--- config.mk ---
export PLATFORM = sky130hd
export DESIGN_NAME = bus_grant_ctrl
export DESIGN_NICKNAME = d
export VERILOG_FILES = /design/src/rtl/bgc_pkg.sv /design/src/rtl/bgc_fsm.sv /design/src/rtl/bgc_outreg.sv /design/src/rtl/bus_grant_ctrl.sv
export SDC_FILE = /design/constraint.sdc
export NUM_CORES = 1
export LEC_CHECK = 0
export CORE_AREA = 2 2 39 41
export CTS_BUF_LIST = sky130_fd_sc_hd__clkbuf_8
export CTS_CLUSTER_DIAMETER = 60
export CTS_CLUSTER_SIZE = 25
export DETAILED_ROUTE_END_ITERATION = 10
export DIE_AREA = 0 0 41 43
export PLACE_DENSITY_LB_ADDON = 0.12
export SETUP_SLACK_MARGIN = 0.3
export SYNTH_ARGS = -nofsm -noshare
export SYNTH_HDL_FRONTEND = slang
export SYNTH_SLANG_ARGS = --single-unit
--- constraint.sdc ---
create_clock -name clk_i -period 1.48 [get_ports clk_i]
set_clock_uncertainty 0.1 [all_clocks]
set_input_delay 0.444 -clock clk_i [delete_from_list [all_inputs] [get_ports clk_i]]
set_output_delay 0.444 -clock clk_i [all_outputs]
set_load 0.05 [all_outputs]
--- src/rtl/bgc_pkg.sv ---
package bgc_pkg;
  typedef enum logic [2:0] {
    ST_IDLE = 3'd0,
    ST_REQ  = 3'd1,
    ST_ADDR = 3'd2,
    ST_BUSY = 3'd3,
    ST_TURN = 3'd4
  } bgc_state_e;
endpackage

--- src/rtl/bgc_fsm.sv ---
module bgc_fsm
  import bgc_pkg::*;
(
  input  logic       clk_i,
  input  logic       rst_ni,
  input  logic       req_i,
  input  logic       last_i,
  input  logic       gnt_ni,
  input  logic       frame_ni,
  input  logic       irdy_ni,
  output bgc_state_e state_q_o,
  output bgc_state_e state_d_o
);
  bgc_state_e state_q, state_d;
  logic       bus_idle, win;

  assign bus_idle = frame_ni & irdy_ni;
  assign win      = ~gnt_ni & bus_idle;

  always_comb begin
    state_d = state_q;
    unique case (state_q)
      ST_IDLE: if (req_i) state_d = ST_REQ;
      ST_REQ: begin
        if (!req_i)   state_d = ST_IDLE;
        else if (win) state_d = ST_ADDR;  // start on the first grant+idle edge
      end
      ST_ADDR: state_d = ST_BUSY;
      ST_BUSY: if (last_i) state_d = ST_TURN;
      ST_TURN: state_d = req_i ? ST_REQ : ST_IDLE;
      default: state_d = ST_IDLE;
    endcase
  end

  always_ff @(posedge clk_i or negedge rst_ni) begin
    if (!rst_ni) state_q <= ST_IDLE;
    else         state_q <= state_d;
  end

  assign state_q_o = state_q;
  assign state_d_o = state_d;


  start_on_win_chk: assert property (@(posedge clk_i) disable iff (!rst_ni)
    (state_q == ST_ADDR) |-> $past(!gnt_ni && frame_ni && irdy_ni && req_i));


  busy_grant_ignored_chk: assert property (@(posedge clk_i) disable iff (!rst_ni)
    (state_q == ST_REQ && req_i && !gnt_ni && !(frame_ni && irdy_ni)) |=> (state_q == ST_REQ));


  turn_one_clock_chk: assert property (@(posedge clk_i) disable iff (!rst_ni)
    (state_q == ST_TURN) |=> (state_q == ST_REQ || state_q == ST_IDLE));
endmodule

--- src/rtl/bgc_outreg.sv ---
module bgc_outreg
  import bgc_pkg::*;
(
  input  logic       clk_i,
  input  logic       rst_ni,
  input  logic       req_i,
  input  bgc_state_e state_d_i,
  output logic       req_no,
  output logic       frame_no,
  output logic       frame_oe_o,
  output logic       ad_oe_o,
  output logic       addr_phase_o
);
  logic own_d, addr_d, ask_d;

  assign own_d  = (state_d_i == ST_ADDR) || (state_d_i == ST_BUSY);
  assign addr_d = (state_d_i == ST_ADDR);
  // request held while work waits, except in turnaround
  assign ask_d  = req_i && (state_d_i != ST_TURN) && (state_d_i != ST_IDLE);

  always_ff @(posedge clk_i or negedge rst_ni) begin
    if (!rst_ni) begin
      req_no       <= 1'b1;
      frame_no     <= 1'b1;
      frame_oe_o   <= 1'b0;
      ad_oe_o      <= 1'b0;
      addr_phase_o <= 1'b0;
    end else begin
      req_no       <= ~ask_d;
      frame_no     <= ~own_d;
      frame_oe_o   <= own_d;
      ad_oe_o      <= addr_d;
      addr_phase_o <= addr_d;
    end
  end


  oe_with_frame_chk: assert property (@(posedge clk_i) disable iff (!rst_ni)
    $rose(frame_oe_o) |-> (!frame_no && ad_oe_o && addr_phase_o));


  addr_one_clock_chk: assert property (@(posedge clk_i) disable iff (!rst_ni)
    addr_phase_o |=> (!addr_phase_o && !ad_oe_o && frame_oe_o && !frame_no));


  no_req_in_turn_chk: assert property (@(posedge clk_i) disable iff (!rst_ni)
    $fell(frame_oe_o) |-> req_no);
endmodule

--- src/rtl/bus_grant_ctrl.sv ---
module bus_grant_ctrl
  import bgc_pkg::*;
(
  input  logic clk_i,
  input  logic rst_ni,
  input  logic req_i,
  input  logic last_i,
  input  logic gnt_ni,
  input  logic frame_ni,
  input  logic irdy_ni,
  output logic req_no,
  output logic frame_no,
  output logic frame_oe_o,
  output logic ad_oe_o,
  output logic addr_phase_o
);
  bgc_state_e state_q, state_d;

  bgc_fsm u_fsm (
    .clk_i    (clk_i),
    .rst_ni   (rst_ni),
    .req_i    (req_i),
    .last_i   (last_i),
    .gnt_ni   (gnt_ni),
    .frame_ni (frame_ni),
    .irdy_ni  (irdy_ni),
    .state_q_o(state_q),
    .state_d_o(state_d)
  );

  bgc_outreg u_out (
    .clk_i       (clk_i),
    .rst_ni      (rst_ni),
    .req_i       (req_i),
    .state_d_i   (state_d),
    .req_no      (req_no),
    .frame_no    (frame_no),
    .frame_oe_o  (frame_oe_o),
    .ad_oe_o     (ad_oe_o),
    .addr_phase_o(addr_phase_o)
  );


  release_on_last_chk: assert property (@(posedge clk_i) disable iff (!rst_ni)
    (state_q == ST_BUSY && last_i) |=> (frame_no && !frame_oe_o));


  quiet_when_idle_chk: assert property (@(posedge clk_i) disable iff (!rst_ni)
    (state_q == ST_IDLE) |-> (!frame_oe_o && !ad_oe_o && frame_no));
endmodule

# Word level (Yosys, flattened, before mapping)

Index checks and enable logic that the tools add are counted.

Register bits: 7
Input bits: 7
Word-level logic and storage cells: 28

Reductions and logical operators: 5
Equal/unequal tests: 7
Bitwise operators: 5
Multiplexer cells: 6

Operator list:

| operator           | number |
|---|---|
| $pmux 3 s5         | 1 |
| $eq 3x2->1 const B | 4 |
| $mux 3             | 4 |
| $eq 3x1->1 const B | 1 |
| $eq 3x3->1 const B | 1 |
| $logic_not 3->1    | 1 |
| $ne 3x3->1 const B | 1 |
| $not 1->1          | 3 |
| $reduce_bool 3->1  | 1 |
| $and 1x1->1        | 2 |
| $logic_and 1x1->1  | 2 |
| $logic_or 1x1->1   | 1 |
| $mux 1             | 1 |

# Longest topological paths before layout

Gate-level depths: netlist of the first run.

Word-level depth: 9
Mapped depth: 3
Gate-level depth less buffers: 3

# Hierarchy

From an unflattened synthesis of the first run, not the netlist that was laid out.

Cells, all modules: 22
Area, all modules: 275.3 um^2

By module, submodules not included:

| module     | area an instance (um^2) | cells an instance | instances |
|---|---|---|---|
| bgc_outreg | 140.1                   | 9                 | 1 |
| bgc_fsm    | 135.1                   | 13                | 1 |

# Least setup slack after synthesis of the first run

No wires, ideal clock.

Path kind: register to output
Start: register u_out.ad_oe_o (netlist name)
End: output addr_phase_o
Stages on the path, launching flop included: 2
Arrival time: 886 ps
Path slack: 50 ps
Cell sequence: dfrtp_1 -> buf_4

RTL lines:

| what             | line                 | RTL |
|---|---|---|
| end: declaration | bus_grant_ctrl.sv:15 | `output logic addr_phase_o` |

# Worst setup path in the final report of the first run

Start: register u_out.req_no
End: output req_no

RTL lines:

| what                     | line                 | RTL |
|---|---|---|
| start: declaration       | bgc_outreg.sv:8      | `output logic req_no,` |
| start signal: assignment | bgc_outreg.sv:29     | `req_no <= ~ask_d;` |
| end: declaration         | bus_grant_ctrl.sv:11 | `output logic req_no,` |

No word-level cell between the ends.

==> results.toml, run 1 <==
[status]
status = "completed"

[worst_setup_path]
reg2reg_from = "u_fsm.state_q_o[0]$_DFF_PN0_"
critPathCapture = "req_no"
crit_required_ns = 0.94
slowest_delay_ns = 0.54
critPathTopFamily = "flip-flops"
cp_slowest_cell = "dfstp_2"
reg2reg_depth = 3
worst-path-stages = 1
crit_path_max_fanout = 1
r2r_slack_ns = 0.32
path_buf_inv = 1
crit_path_cell_trace = "buf_12"
r2r_end = "u_out.frame_oe_o$_DFF_PN0_"
path_class = "register to output pin"
crit_start = "u_out.req_no$_DFF_PN1_"
worst_setup_path_end_kind = "output pin"
cp-start-kind = "register"
cp_data_arrival_time_ns = 0.89

[die]
dieArea_mm2 = 0.001763
boundaryPins = 12
dieHeight_um = 43
die_x_um = 41
coreArea_mm2 = 0.001384
initial_core_util_pct = 19.98
rows = 14

[global_routing]
grt_pass1_wl_um = 897
grt.overflow.total = 0
antenna_found_initial = 0
grt_max_degree = 8
first_global_vias = 213
grt_use_total_pct = 7.887

[yosys]
synth_area_um2 = 276.5
synth-seq-cells = 7
async_flop_share_pct = 100.0
synth.top_cell.area_share_pct = 45.25
synthTopCellsByArea = "dfrtp_1 45%, dfstp_2 19%, or2_1 4.5%"
synth_ff_type = "dfrtp_1"
syn-num-nets = 29
yosys.cell_types.count = 16
synth_area_per_cell_um2 = 12.57
ys_seq_area_share_pct = 64.25
synth-edff-count = 0
yosysMostFrequentCell = "dfrtp_1"
synthCells = 22
ys_warn_count = 0
yosys-top-cells-count = "5 x dfrtp_1, 2 x dfstp_2, 2 x or2_1"
synth_area_leader_cell = "dfrtp_1"

[power_and_ir_drop]
ir_drop_uv = 539.1
powerDensity_mw_per_mm2 = 1203
leakagePower_nw = 0.2531
finalPower_uw = 653.0

[layout]
syn_to_final_growth_pct = 96.38
final_util_pct = 39.24
diodes = 0
layout.nets = 48
final_area_um2 = 543.0
drive_gt1_share_pct = 57.50

[route]
drt_iter0_drc = 4
ant_nets = 0
wl_per_cell_um = 9.732
drc = 0
routed_wl_um = 545
firstDrtPassIters = 2
viasPerCell = 4.161
vias = 233

[clocking]
clk_latency_ns = 0.22
cts_tree = "done"
cts_max_level = 1
cts_buffers = 3
cts_max_path_buffers = 2
clk_pin_slew_ns = 0.04
ctsRootBufferMaster = "clkbuf_8"
clock-sinks = 7

[timing]
worst_pin_slew_ns = 0.3303
period_minus_slack_ns = 1.430
rsz0062_at_grt = "true"
setup_tns_ns = 0
drv_slew = 0
hold_viol = 0
fin_crit_sh_pct = 96.65
slew_headroom_pct = 77.91
max_freq_mhz = 699.1
finalSetupViolations = 0

[place]
place_congestion = 0.7459
placed_area_um2 = 465.4
port_buffers = 11
dp_hpwl_um = 426.4

[worst_hold_path]
worstHoldPathType = "input pin to asynchronous set/reset pin"

[flow_run]
drv_cap = 0
==> layout by cell type, fill, tap and decap left out, types with 2 or more instances in the layout <==
cell	synthesis	final
buf_12	0	5
buf_4	1	3
clkbuf_8	0	3
clkdlybuf4s15_1	0	2
dfrtp_1	5	3
dfrtp_2	0	2
dfstp_2	2	2
dlygate4sd2_1	0	2
inv_1	1	2
or2_1	2	2
==> final cells by class <==
cell class / instances / area [µm²]
fillers: 131 / 840.8
flip-flops and latches: 7 / 180.2
inverters: 1 / 3.754
repair buffers: 15 / 186.4
clock buffers: 3 / 41.29
well taps: 16 / 20.02
clock inverters: 1 / 3.754
multi-input cells: 13 / 107.6
==> cell families after synthesis <==
logic type / after synthesis / synth area share [%]
DFF: 7 / 64.25
buffers and inverters: 2 / 4.072
AOI/OAI and AO/OA: 5 / 12.22
and+or+nand+nor: 8 / 19.46
==> through the flow <==
stage	setup slack (ns)	instances	hold WS, ns
2_1_floorplan	0.2390	22	0.04841
3_3_place_gp	-0.1632	50	0.4225
3_5_place_dp	-0.1765	50	0.4147
4_1_cts	0.04386	55	0.4010
5_1_grt	0.03118	56	0.4210
6_report	0.04963	56	0.3909
==> sequential cells by signal (all words and copies together), names as in the netlist <==
| register | count |
|---|---|
| u_fsm.state_q_o | 3 |
| u_out.ad_oe_o | 1 |
| u_out.frame_no | 1 |
| u_out.frame_oe_o | 1 |
| u_out.req_no | 1 |
==> where the power goes <==
part           switching [mW]  leakage [nW]  total, mW  internal, mW
Clock                  0.0735        0.0269      0.252         0.178
Combinational          0.0748         0.142      0.164        0.0894
Sequential             0.0192        0.0845      0.237         0.218
Total                   0.168         0.253      0.653         0.486
==> timing repair <==
action	4_1_cts	5_1_grt
setup buffers	1	1
hold buffers	0	0
setup endpoints to repair	10	9
endpoints found under the hold margin	0	0
pin swaps	3	2
gates resized for setup	11	6
==> worst min-delay path by stage <==
stage	slack, ns	endpoint	start
floorplan	0.05	u_fsm.state_q_o[0]$_DFF_PN0_	rst_ni
CTS	0.40	u_fsm.state_q_o[2]$_DFF_PN0_	rst_ni
detailed placement	0.41	u_fsm.state_q_o[2]$_DFF_PN0_	u_fsm.state_q_o[1]$_DFF_PN0_
finish	0.39	u_fsm.state_q_o[0]$_DFF_PN0_	rst_ni
global placement	0.42	u_fsm.state_q_o[2]$_DFF_PN0_	u_fsm.state_q_o[1]$_DFF_PN0_
global route	0.42	u_fsm.state_q_o[0]$_DFF_PN0_	rst_ni
==> routing by layer <==
| metal | part of all wire, % | routed length [µm] | vias up | track usage (%) |
|---|---|---|---|---|
| li1 | - | - | 112 | - |
| met1 | 38 | 205 | 112 | 9.211 |
| met2 | 54 | 297 | 9 | 10.94 |
| met3 | 7.7 | 42 | 0 | 4.712 |
| met4 | 0 | 0 | 0 | 4.000 |
| met5 | 0 | 0 | - | 0 |
Note: power is estimated with default switching activity, not from simulation.
==> run 2, diff against run 1 <==
--- a/config.mk
+++ b/config.mk
@@ -8,7 +8,7 @@
 export CORE_AREA = 2 2 39 41
 export CTS_BUF_LIST = sky130_fd_sc_hd__clkbuf_8
 export CTS_CLUSTER_DIAMETER = 60
-export CTS_CLUSTER_SIZE = 25
+export CTS_CLUSTER_SIZE = 30
 export DETAILED_ROUTE_END_ITERATION = 10
 export DIE_AREA = 0 0 41 43
 export PLACE_DENSITY_LB_ADDON = 0.12
==> results of run 2 <==
Same layout as run 1: the final DEF is identical, and so are final timing and power.
==> run 3, diff against run 2 <==
--- a/config.mk
+++ b/config.mk
@@ -11,7 +11,8 @@
 export CTS_CLUSTER_SIZE = 30
 export DETAILED_ROUTE_END_ITERATION = 10
 export DIE_AREA = 0 0 41 43
-export PLACE_DENSITY_LB_ADDON = 0.12
+export GPL_TIMING_DRIVEN = 0
+export PLACE_DENSITY = 0.56
 export SETUP_SLACK_MARGIN = 0.3
 export SYNTH_ARGS = -nofsm -noshare
 export SYNTH_HDL_FRONTEND = slang
==> results.toml, run 3 (synthesis gave the netlist of run 1 again) <==
[place]
dp_hpwl_um = 426.1
dp_cells = 49
port_buffers = 11
place_congestion = 0.6847

[route]
vias = 230
firstDrtPassIters = 2
drc = 0
viasPerCell = 4.182
routed_wl_um = 602
wl_per_cell_um = 10.95
ant_nets = 0
drt_iter0_drc = 2

[status]
status = "completed"

[die]
rows = 14
dieHeight_um = 43
die_x_um = 41
dieArea_mm2 = 0.001763
initial_core_util_pct = 19.98
coreArea_mm2 = 0.001384
boundaryPins = 12

[timing]
finalSetupViolations = 0
hold_viol = 0
slew_headroom_pct = 78.32
worst_pin_slew_ns = 0.3247
period_minus_slack_ns = 1.436
drv_slew = 0
max_freq_mhz = 696.4
rsz0062_at_grt = "true"
fin_crit_sh_pct = 97.02

[power_and_ir_drop]
finalPower_uw = 630.0
powerDensity_mw_per_mm2 = 1272
leakagePower_nw = 0.2372
ir_drop_uv = 446.4

[clocking]
cts_hold_buf = 0
clk_pin_slew_ns = 0.04
clk_latency_ns = 0.22
cts_tree = "done"
cts_buffers = 3
cts_max_level = 1
clock-sinks = 7
ctsRootBufferMaster = "clkbuf_8"
cts_max_path_buffers = 2

[layout]
largest_reg_flops = 3
drive_gt1_share_pct = 61.54
final_util_pct = 35.80
layout_common_cells = "4 x buf_8, 3 x clkbuf_8, 3 x clkbuf_2, 3 x buf_6, 3 x dfrtp_1"
layout.nets = 47
layout_commonest_cell = "buf_8"
final_cells = 55
syn_to_final_growth_pct = 79.19
diodes = 0

[global_routing]
grt_pass1_wl_um = 979
first_global_vias = 248
antenna_found_initial = 0
grt_max_degree = 8
grt_use_total_pct = 8.806
grt.overflow.total = 0

[worst_setup_path]
path_buf_inv = 1
cp-start-kind = "register"
cp_slowest_cell = "dfstp_2"
crit_path_max_fanout = 1
crit_path_cell_trace = "buf_8"
path_class = "register to output pin"
slowest_delay_ns = 0.53
worst_setup_path_end_kind = "output pin"
crit_required_ns = 0.94
critPathTopFamily = "flip-flops"
cp_data_arrival_time_ns = 0.89

[worst_hold_path]
worstHoldPathType = "input pin to asynchronous set/reset pin"

[flow_run]
drv_cap = 0
-- run 3: power breakdown --
part,internal [mW],switching (mW)
combinational,0.0680,0.0738
sequential,0.217,0.0157
clock,0.179,0.0763
total,0.464,0.166
-- run 3: path summary, 6_finish.rpt --
| path | start | to | slack [ns] | cells after the start |
|---|---|---|---|---|
| worst max-delay path | u_out.frame_no$_DFF_PN1_ | frame_no | 0.04 | 1 |
| worst min register to register | u_fsm.state_q_o[1]$_DFF_PN0_ | u_fsm.state_q_o[2]$_DFF_PN0_ | 0.44 | 1 |
| max in group asynchronous | rst_ni | u_out.frame_no$_DFF_PN1_ | 0.63 | 1 |
| worst min-delay path | rst_ni | u_out.frame_oe_o$_DFF_PN0_ | 0.37 | 1 |
| worst max register to register | u_fsm.state_q_o[0]$_DFF_PN0_ | u_fsm.state_q_o[1]$_DFF_PN0_ | 0.36 | 3 |
| min in group clk_i | u_fsm.state_q_o[1]$_DFF_PN0_ | u_fsm.state_q_o[2]$_DFF_PN0_ | 0.44 | 1 |
-- run 3: through the flow --
step | setup TNS (ns) | setup slack [ns] | hold slack, ns | instance area [µm²]
CTS | 0 | 0.03486 | 0.3874 | 498.0
detailed placement | -2.139 | -0.3551 | 0.4269 | 415.4
finish | 0 | 0.04411 | 0.3737 | 495.5
floorplan | 0 | 0.2390 | 0.04841 | 285.3
global route | 0 | 0.02859 | 0.4021 | 495.5
global placement | -1.915 | -0.3470 | 0.4232 | 415.4
-- run 3: layer usage --
metal,wire length [µm],track usage (%),up-vias
li1,-,-,109
met2,301,13.44,12
met5,0,0,-
met1,218,8.581,107
met3,74,3.141,2
met4,7,8.000,0
-- run 3: repair_timing --
item                       CTS  global route
setup endpoints to repair   10             9
gates resized for setup     49             7
pin swaps                    4             3
buffers inserted             2             0
-- run 3: final cells by class --
type | instances | area (µm²)
multi-input combinational | 13 | 102.6
sequential | 7 | 180.2
tap | 16 | 20.02
buffer | 1 | 15.01
timing repair buffer | 13 | 128.9
fill | 142 | 888.4
clock buffer | 3 | 41.29
inverter | 1 | 3.754
clock inverter | 1 | 3.754
